$ cat config.mk
export PLATFORM = sky130hd
export DESIGN_NAME = burst_col_gen
export DESIGN_NICKNAME = d
export VERILOG_FILES = /design/src/rtl/burst_col_gen.sv
export SDC_FILE = /design/constraint.sdc
export NUM_CORES = 1
export LEC_CHECK = 0
export CORE_MARGIN = 4
export CORE_UTILIZATION = 45
export DETAILED_ROUTE_END_ITERATION = 16
export PLACE_DENSITY_LB_ADDON = 0.1
export SYNTH_ARGS = -nofsm -noshare
export SYNTH_HDL_FRONTEND = slang
export SYNTH_SLANG_ARGS = --single-unit
$ cat constraint.sdc
create_clock -name clk -period 4.95 [get_ports clk]
set_clock_uncertainty 0.2 [all_clocks]
set_input_delay 0.7425 -clock clk [delete_from_list [all_inputs] [get_ports clk]]
set_output_delay 0.7425 -clock clk [all_outputs]
set_load 0.03 [all_outputs]
$ cat src/rtl/burst_col_gen.sv
module burst_col_gen #(
  parameter int COL_W = 8
) (
  input  logic             clk,
  input  logic             rst_n,
  input  logic             start,
  input  logic [COL_W-1:0] start_col,
  input  logic             start_wr,
  input  logic             stop,
  input  logic [1:0]       bl_sel,
  input  logic             full_page,
  input  logic             interleave,
  input  logic             wr_single,
  output logic [COL_W-1:0] col,
  output logic             beat_valid,
  output logic             beat_last
);

  logic             act_q, il_q, fp_q;
  logic [COL_W-1:0] base_q, cnt_q, msk_q;

  logic             one_beat, il_new, fp_new;
  logic [COL_W-1:0] msk_new;

  assign one_beat = start_wr & wr_single;
  assign fp_new   = full_page & ~one_beat;
  assign il_new   = interleave & ~full_page;
  assign msk_new  = one_beat  ? '0 :
                    full_page ? '1 :
                    (COL_W'(1) << bl_sel) - COL_W'(1);

  logic [COL_W-1:0] cur_b, cur_n, cur_m;
  logic             cur_il, cur_fp, cut;

  assign cur_b  = start ? start_col : base_q;
  assign cur_n  = start ? '0        : cnt_q;
  assign cur_m  = start ? msk_new   : msk_q;
  assign cur_il = start ? il_new    : il_q;
  assign cur_fp = start ? fp_new    : fp_q;
  assign cut    = stop & ~start;

  assign col = cur_il ? (cur_b ^ cur_n)
                      : ((cur_b & ~cur_m) | ((cur_b + cur_n) & cur_m));

  assign beat_valid = start | act_q;
  assign beat_last  = beat_valid & (cut | (~cur_fp & (cur_n == cur_m)));

  always_ff @(posedge clk) begin
    if (!rst_n) begin
      act_q  <= 1'b0;
      il_q   <= 1'b0;
      fp_q   <= 1'b0;
      base_q <= '0;
      cnt_q  <= '0;
      msk_q  <= '0;
    end else if (start) begin
      act_q  <= ~beat_last;
      il_q   <= il_new;
      fp_q   <= fp_new;
      base_q <= start_col;
      cnt_q  <= COL_W'(1);
      msk_q  <= msk_new;
    end else if (act_q) begin
      act_q  <= ~beat_last;
      cnt_q  <= cnt_q + COL_W'(1);
    end
  end

endmodule


==> results.json, run 1 <==
{
  "synth_top_cell_area_share": 0.302,
  "tritoncts_clock_tree": "yes",
  "max-clock-path-buffers": 2,
  "first_global_vias": 1668,
  "fill_cells": 357,
  "reg2regPathDepth": 5,
  "worst_slew_pin_slew_ns": 0.708,
  "timing.critical_path.from_type": "input pin",
  "numCtsBuffers": 3,
  "synth_top_area_cell": "dfxtp_1",
  "io_buffers": 27,
  "slew_violations": 0,
  "cellLeakagePower_nw": 0.913,
  "final_area_mm2": 0.00213,
  "status": "finished clean",
  "timing.critical_path.arrival_ns": 3.75,
  "power-per-cell-area_mw_per_mm2": 240,
  "dpl_cell_area_mm2": 0.00208,
  "post_route_drc_violation_count": 0,
  "synth-edff-count": 0,
  "die_height_um": 71.0,
  "grt_usage": 0.178,
  "cts.sinks": 27,
  "met3_wl_um": 189,
  "vias_per_cell": 5.48,
  "cp.required_ns": 4.01,
  "num-nets-final": 264,
  "ys.warnings.count": 0,
  "routed_wirelength_um": 4250,
  "worst_hold_path_type": "reg2reg",
  "worst_setup_hold_path_clk_slew_ns": 0.09,
  "fin_setup_tns_ns": 0,
  "asyncSetResetFlopFracSynth": 0,
  "placeableCoreArea_mm2": 0.00374,
  "critical_path.reg2reg.endpoint": "act_q",
  "clk_latency_ns": 0.27,
  "timing.reg2reg.setup_slack_ns": 3.35,
  "whs_endpoint": "cnt_q[7]",
  "yosys_most_used_dff": "dfxtp_1",
  "final_util": 0.569,
  "commonest_non_fill_non_tap_cell_in_the_layout": "dfxtp_1",
  "postCtsHoldBufs": 0,
  "layout_min_cycle_time_ns": 4.69,
  "cts_resized": 0,
  "relSlewSlack": 0.526,
  "worst_setup_path_end_kind": "output pin",
  "timing.final.setup_violations": 0,
  "synthDistinctLibCells": 46,
  "holdPathStages": 2,
  "initial_antenna_violation_count": 0,
  "drt.antenna.violating_nets": 0,
  "drt_first_iter_violations": 49,
  "wire_per_inst_um": 15.0,
  "synthTopCellsByArea": "dfxtp_1, ha_1, nor2b_1",
  "crit_path_max_fanout": 21,
  "die_width_um": 71.0,
  "ys_seq_elements": 27,
  "place_hpwl_um": 3220,
  "max_cap_violations": 0,
  "mappedNetlistArea_mm2": 0.00179,
  "routedLengthMet1_um": 2010,
  "finalCritPeriodShare": 0.947,
  "synth_cells": 211,
  "worst_hold_slack_ns": 0.353,
  "synthToLayoutAreaGrowth_pct": 19.2,
  "regToRegStartpoint": "cnt_q[3]",
  "dr.pass1.iters": 4,
  "total_power_mw": 0.511,
  "grt_pass1_wl_um": 7390,
  "htree_levels": 1,
  "place.gp.congestion": 0.824,
  "mostFrequentLayoutCells": "dfxtp_1, clkdlybuf4s50_1, nor2b_1",
  "rsz_0062_raised_after_global_routing": "no",
  "post-route-worst-setup-slack_ns": 0.261,
  "grt.overflow.total": 0,
  "num_vias": 1552,
  "cts_post_setup_buffers_inserted": 0,
  "final_hold_viol_count": 0,
  "cts-root-buf": "clkbuf_8",
  "dpl.cell_count": 279,
  "antennaDiodeCount": 0,
  "boundaryPins": 28,
  "initial_utilization": 0.478,
  "grt_max_degree": 22,
  "met2_wirelength_um": 1990,
  "synth-seq-area-share": 0.302,
  "pre_cts_slack_ns": 0.273,
  "final_cell_count_no_fill": 283,
  "drive_gt1_frac": 0.0894,
  "synth.net_count": 239,
  "syn_area_per_cell_um2": 8.47,
  "crit_type": "in2out",
  "die_area_mm2": 0.00505,
  "fmax_mhz": 213,
  "holdCritStartpoint": "cnt_q[7]",
  "vdd_drop_max_mv": 0.127,
  "placementRows": 22,
  "maxUsedRoutingLayer": "met4"
}
-- registers in the layout, summed over array words and instances (netlist names) --
signal / count
base_q: 8
cnt_q: 8
msk_q: 8
act_q: 1
fp_q: 1
il_q: 1
-- cell usage after synthesis, types with 2 or more instances --
library cell  count
nor3_1            3
a211oi_1          3
or3_1             2
buf_6             3
xnor2_1           5
and2_1            9
mux2_2            4
a32oi_1           2
o21ai_0           8
o2bb2ai_1         2
dfxtp_1          27
clkbuf_1          2
o22a_1            2
inv_1            12
or2_2             2
o31ai_1           2
or2_1             2
a21oi_1           8
nand4_1           3
buf_2             4
xor2_1            7
ha_1              9
nor2_1           17
nor2b_1          18
a31oi_1           2
mux2i_1           9
and3_1            2
a22oi_1           8
nand2_1          15
nand2b_1          2
a22o_1            2
-- routing by layer --
layer	vias to the layer above	GRT usage
met5	-	0
met4	0	0.0585
met3	6	0.0313
met2	32	0.300
met1	732	0.230
li1	782	-
-- power breakdown --
| part | total, mW | switching, mW | internal, mW | leakage (nW) |
|---|---|---|---|---|
| Clock | 0.126 | 0.0699 | 0.0564 | 0.0255 |
| Sequential | 0.236 | 0.00801 | 0.228 | 0.221 |
| Combinational | 0.149 | 0.0801 | 0.0688 | 0.666 |
| Total | 0.511 | 0.158 | 0.353 | 0.913 |
-- critical path, cell delays in order --
cell             delay [ns]
clkdlybuf4s50_1        0.51
buf_12                 0.19
mux2i_1                0.29
inv_1                  0.08
ha_1                   0.36
o21ai_0                0.28
a211oi_1               0.09
nor3_1                 0.30
mux2i_1                0.22
nand2_1                0.07
clkdlybuf4s50_1        0.59
-- cell type report --
type	instances	area [um^2]	area share
tap	48	60.1	0.0282
inverter	13	53.8	0.0252
sequential	27	541	0.254
clock buffer	3	41.3	0.0194
multi-input combinational	162	1140	0.535
clock inverter	1	5.00	0.00235
timing repair buffer	29	290	0.136
-- cell families after synthesis --
family	after synthesis	share of synthesized area
AO/OA/AOI/OAI	48	0.194
XOR/XNOR	12	0.0588
adder cells (fa/ha/maj)	10	0.0742
buffers and inverters	22	0.0644
flip-flops	27	0.302
multiplexers	13	0.0756
AND/OR/NAND/NOR	79	0.231
-- how the worst max path moves through the flow --
stage | cells past startpoint | startpoint | slack, ns | endpoint
finish | 11 | start | 0.26 | col[7]
global route | 11 | start | 0.03 | col[5]
CTS | 11 | start | 0.26 | col[5]
detailed placement | 11 | start | 0.27 | col[5]
global placement | 11 | start | 0.32 | col[7]
floorplan | 9 | start | 1.19 | col[4]
(Power assumes the default switching activity.)
==> run 2, diff against run 1 <==
--- a/config.mk
+++ b/config.mk
@@ -6,8 +6,10 @@
 export NUM_CORES = 1
 export LEC_CHECK = 0
+export CAP_MARGIN = 5
 export CORE_MARGIN = 4
 export CORE_UTILIZATION = 45
 export DETAILED_ROUTE_END_ITERATION = 16
 export PLACE_DENSITY_LB_ADDON = 0.1
+export SKIP_CTS_REPAIR_TIMING = 1
 export SYNTH_ARGS = -nofsm -noshare
 export SYNTH_HDL_FRONTEND = slang
--- a/constraint.sdc
+++ b/constraint.sdc
@@ -3,3 +3,3 @@
 set_input_delay 0.7425 -clock clk [delete_from_list [all_inputs] [get_ports clk]]
 set_output_delay 0.7425 -clock clk [all_outputs]
-set_load 0.03 [all_outputs]
+set_load 0.02 [all_outputs]
==> run 2 against run 1 <==
  * Total power decreased by 1.1%
  * Count of clock-buffer cells in the layout did not move
  * Register-to-register slack barely moved
  * Fmax shrank 1.4%
  * Largest power group unchanged
  * Wire length grew 2.0%
  * Critical path type unchanged
  * Sequential power barely moved
  * Core utilization up 0.30 points
  * Highest routed layer unchanged
  * Critical path depth stayed put
  * Die area unchanged
==> results.json, run 2 (same netlist as run 1, synthesis figures left out) <==
{
  "final_hold_viol_count": 0,
  "num-nets-final": 266,
  "fmax_mhz": 210,
  "worst_hold_path_type": "reg2reg",
  "tritoncts_clock_tree": "yes",
  "finalCritPeriodShare": 0.961,
  "num_vias": 1565,
  "die_area_mm2": 0.00505,
  "initial_utilization": 0.478,
  "boundaryPins": 28,
  "wire_per_inst_um": 15.2,
  "worst_setup_path_end_kind": "output pin",
  "mostFrequentLayoutCells": "dfxtp_1, clkdlybuf4s50_1, nor2b_1",
  "timing.critical_path.from_type": "input pin",
  "initial_antenna_violation_count": 0,
  "grt_usage": 0.174,
  "cellLeakagePower_nw": 0.914,
  "die_height_um": 71.0,
  "first_global_vias": 1504,
  "grt_max_degree": 22,
  "place.gp.congestion": 0.868,
  "grt_pass1_wl_um": 7070,
  "slew_violations": 0,
  "cts-root-buf": "clkbuf_8",
  "worst_setup_hold_path_clk_slew_ns": 0.09,
  "crit_path_max_fanout": 9,
  "cts.sinks": 27,
  "synthToLayoutAreaGrowth_pct": 19.8,
  "place_hpwl_um": 3270,
  "crit_type": "in2out",
  "vdd_drop_max_mv": 0.118,
  "worst_slew_pin_slew_ns": 0.694,
  "die_width_um": 71.0,
  "io_buffers": 27,
  "layout_min_cycle_time_ns": 4.75,
  "drt_first_iter_violations": 117,
  "max-clock-path-buffers": 2,
  "antennaDiodeCount": 0,
  "fin_setup_tns_ns": 0,
  "power-per-cell-area_mw_per_mm2": 236,
  "post_route_drc_violation_count": 0,
  "numCtsBuffers": 3,
  "placeableCoreArea_mm2": 0.00374,
  "final_area_mm2": 0.00214,
  "rsz_0062_raised_after_global_routing": "no",
  "top_regs": "base_q x8, cnt_q x8, msk_q x8",
  "status": "finished clean",
  "htree_levels": 1,
  "max_cap_violations": 0,
  "cp.required_ns": 4.01,
  "dpl_cell_area_mm2": 0.00209,
  "drt.antenna.violating_nets": 0,
  "drive_gt1_frac": 0.0844,
  "relSlewSlack": 0.537,
  "placementRows": 22,
  "dr.pass1.iters": 4,
  "timing.critical_path.arrival_ns": 3.81,
  "grt.overflow.total": 0,
  "vias_per_cell": 5.49,
  "clk_latency_ns": 0.27,
  "timing.final.setup_violations": 0,
  "routed_wirelength_um": 4340
}
-- run 2: cell types whose count changed in the layout (fill, tap and decap cells not counted), sizes merged --
| cell | delta |
|---|---|
| clkdlybuf4s50 | +3 |
| buf | -1 |
-- run 2: metrics by stage --
| step | utilization | worst slack, ns | total power [mW] | hold slack, ns | instances |
|---|---|---|---|---|---|
| after detailed placement | 0.557 | 0.159 | 0.382 | 0.326 | 281 |
| after floorplan | - | 1.27 | 0.329 | 0.286 | 211 |
| after global placement | 0.557 | 0.208 | 0.379 | 0.319 | 281 |
| after CTS | 0.570 | 0.141 | 0.508 | 0.340 | 285 |
| after global routing | 0.572 | 0.0302 | 0.531 | 0.365 | 285 |
| final | 0.572 | 0.195 | 0.505 | 0.338 | 285 |
-- run 2: report_power, final --
group	switching [mW]	total [mW]	internal [mW]	leakage, nW
Clock	0.0711	0.128	0.0565	0.0255
Sequential	0.00858	0.236	0.228	0.221
Combinational	0.0715	0.142	0.0702	0.667
Total	0.151	0.505	0.354	0.914
-- run 2: layout make-up --
class,count,area [um^2]
clock buffers,3,41.3
clock inverters,1,5.00
fillers,359,1600
inverters,13,53.8
multi-input cells,162,1140
flip-flops and latches,27,541
well taps,48,60.1
repair buffers,31,300
-- run 2: worst paths after layout --
kind                  from  endpoint  slack [ns]  cells past startpoint
setup reg to reg     act_q  cnt_q[7]        3.35                      3
hold reg to reg   cnt_q[5]  cnt_q[5]        0.34                      2
setup / recovery     start    col[6]        0.20                     11
hold / removal    cnt_q[5]  cnt_q[5]        0.34                      2
-- run 2: worst max-delay path, stage by stage --
cell             delay, ns
clkdlybuf4s50_1       0.51
buf_4                 0.22
mux2i_1               0.29
inv_1                 0.08
ha_1                  0.34
nor2b_1               0.21
o22a_1                0.22
a31oi_1               0.12
nor4b_1               0.33
a311o_1               0.16
clkdlybuf4s50_1       0.60
-- run 2: per-layer routing --
layer / up-vias / global-route usage / wire [um]
met2: 43 / 0.291 / 1970
met5: - / 0 / 0
li1: 792 / - / -
met3: 6 / 0.0227 / 209
met4: 0 / 0.0480 / 63
met1: 724 / 0.233 / 2090
==> run 3, diff against run 2 <==
- ABC_CLOCK_PERIOD_IN_PS: not set -> 4950
- SKIP_LAST_GASP: not set -> 1
==> results of run 3 <==
The final DEF is identical to that of run 2; final timing and power are the same.
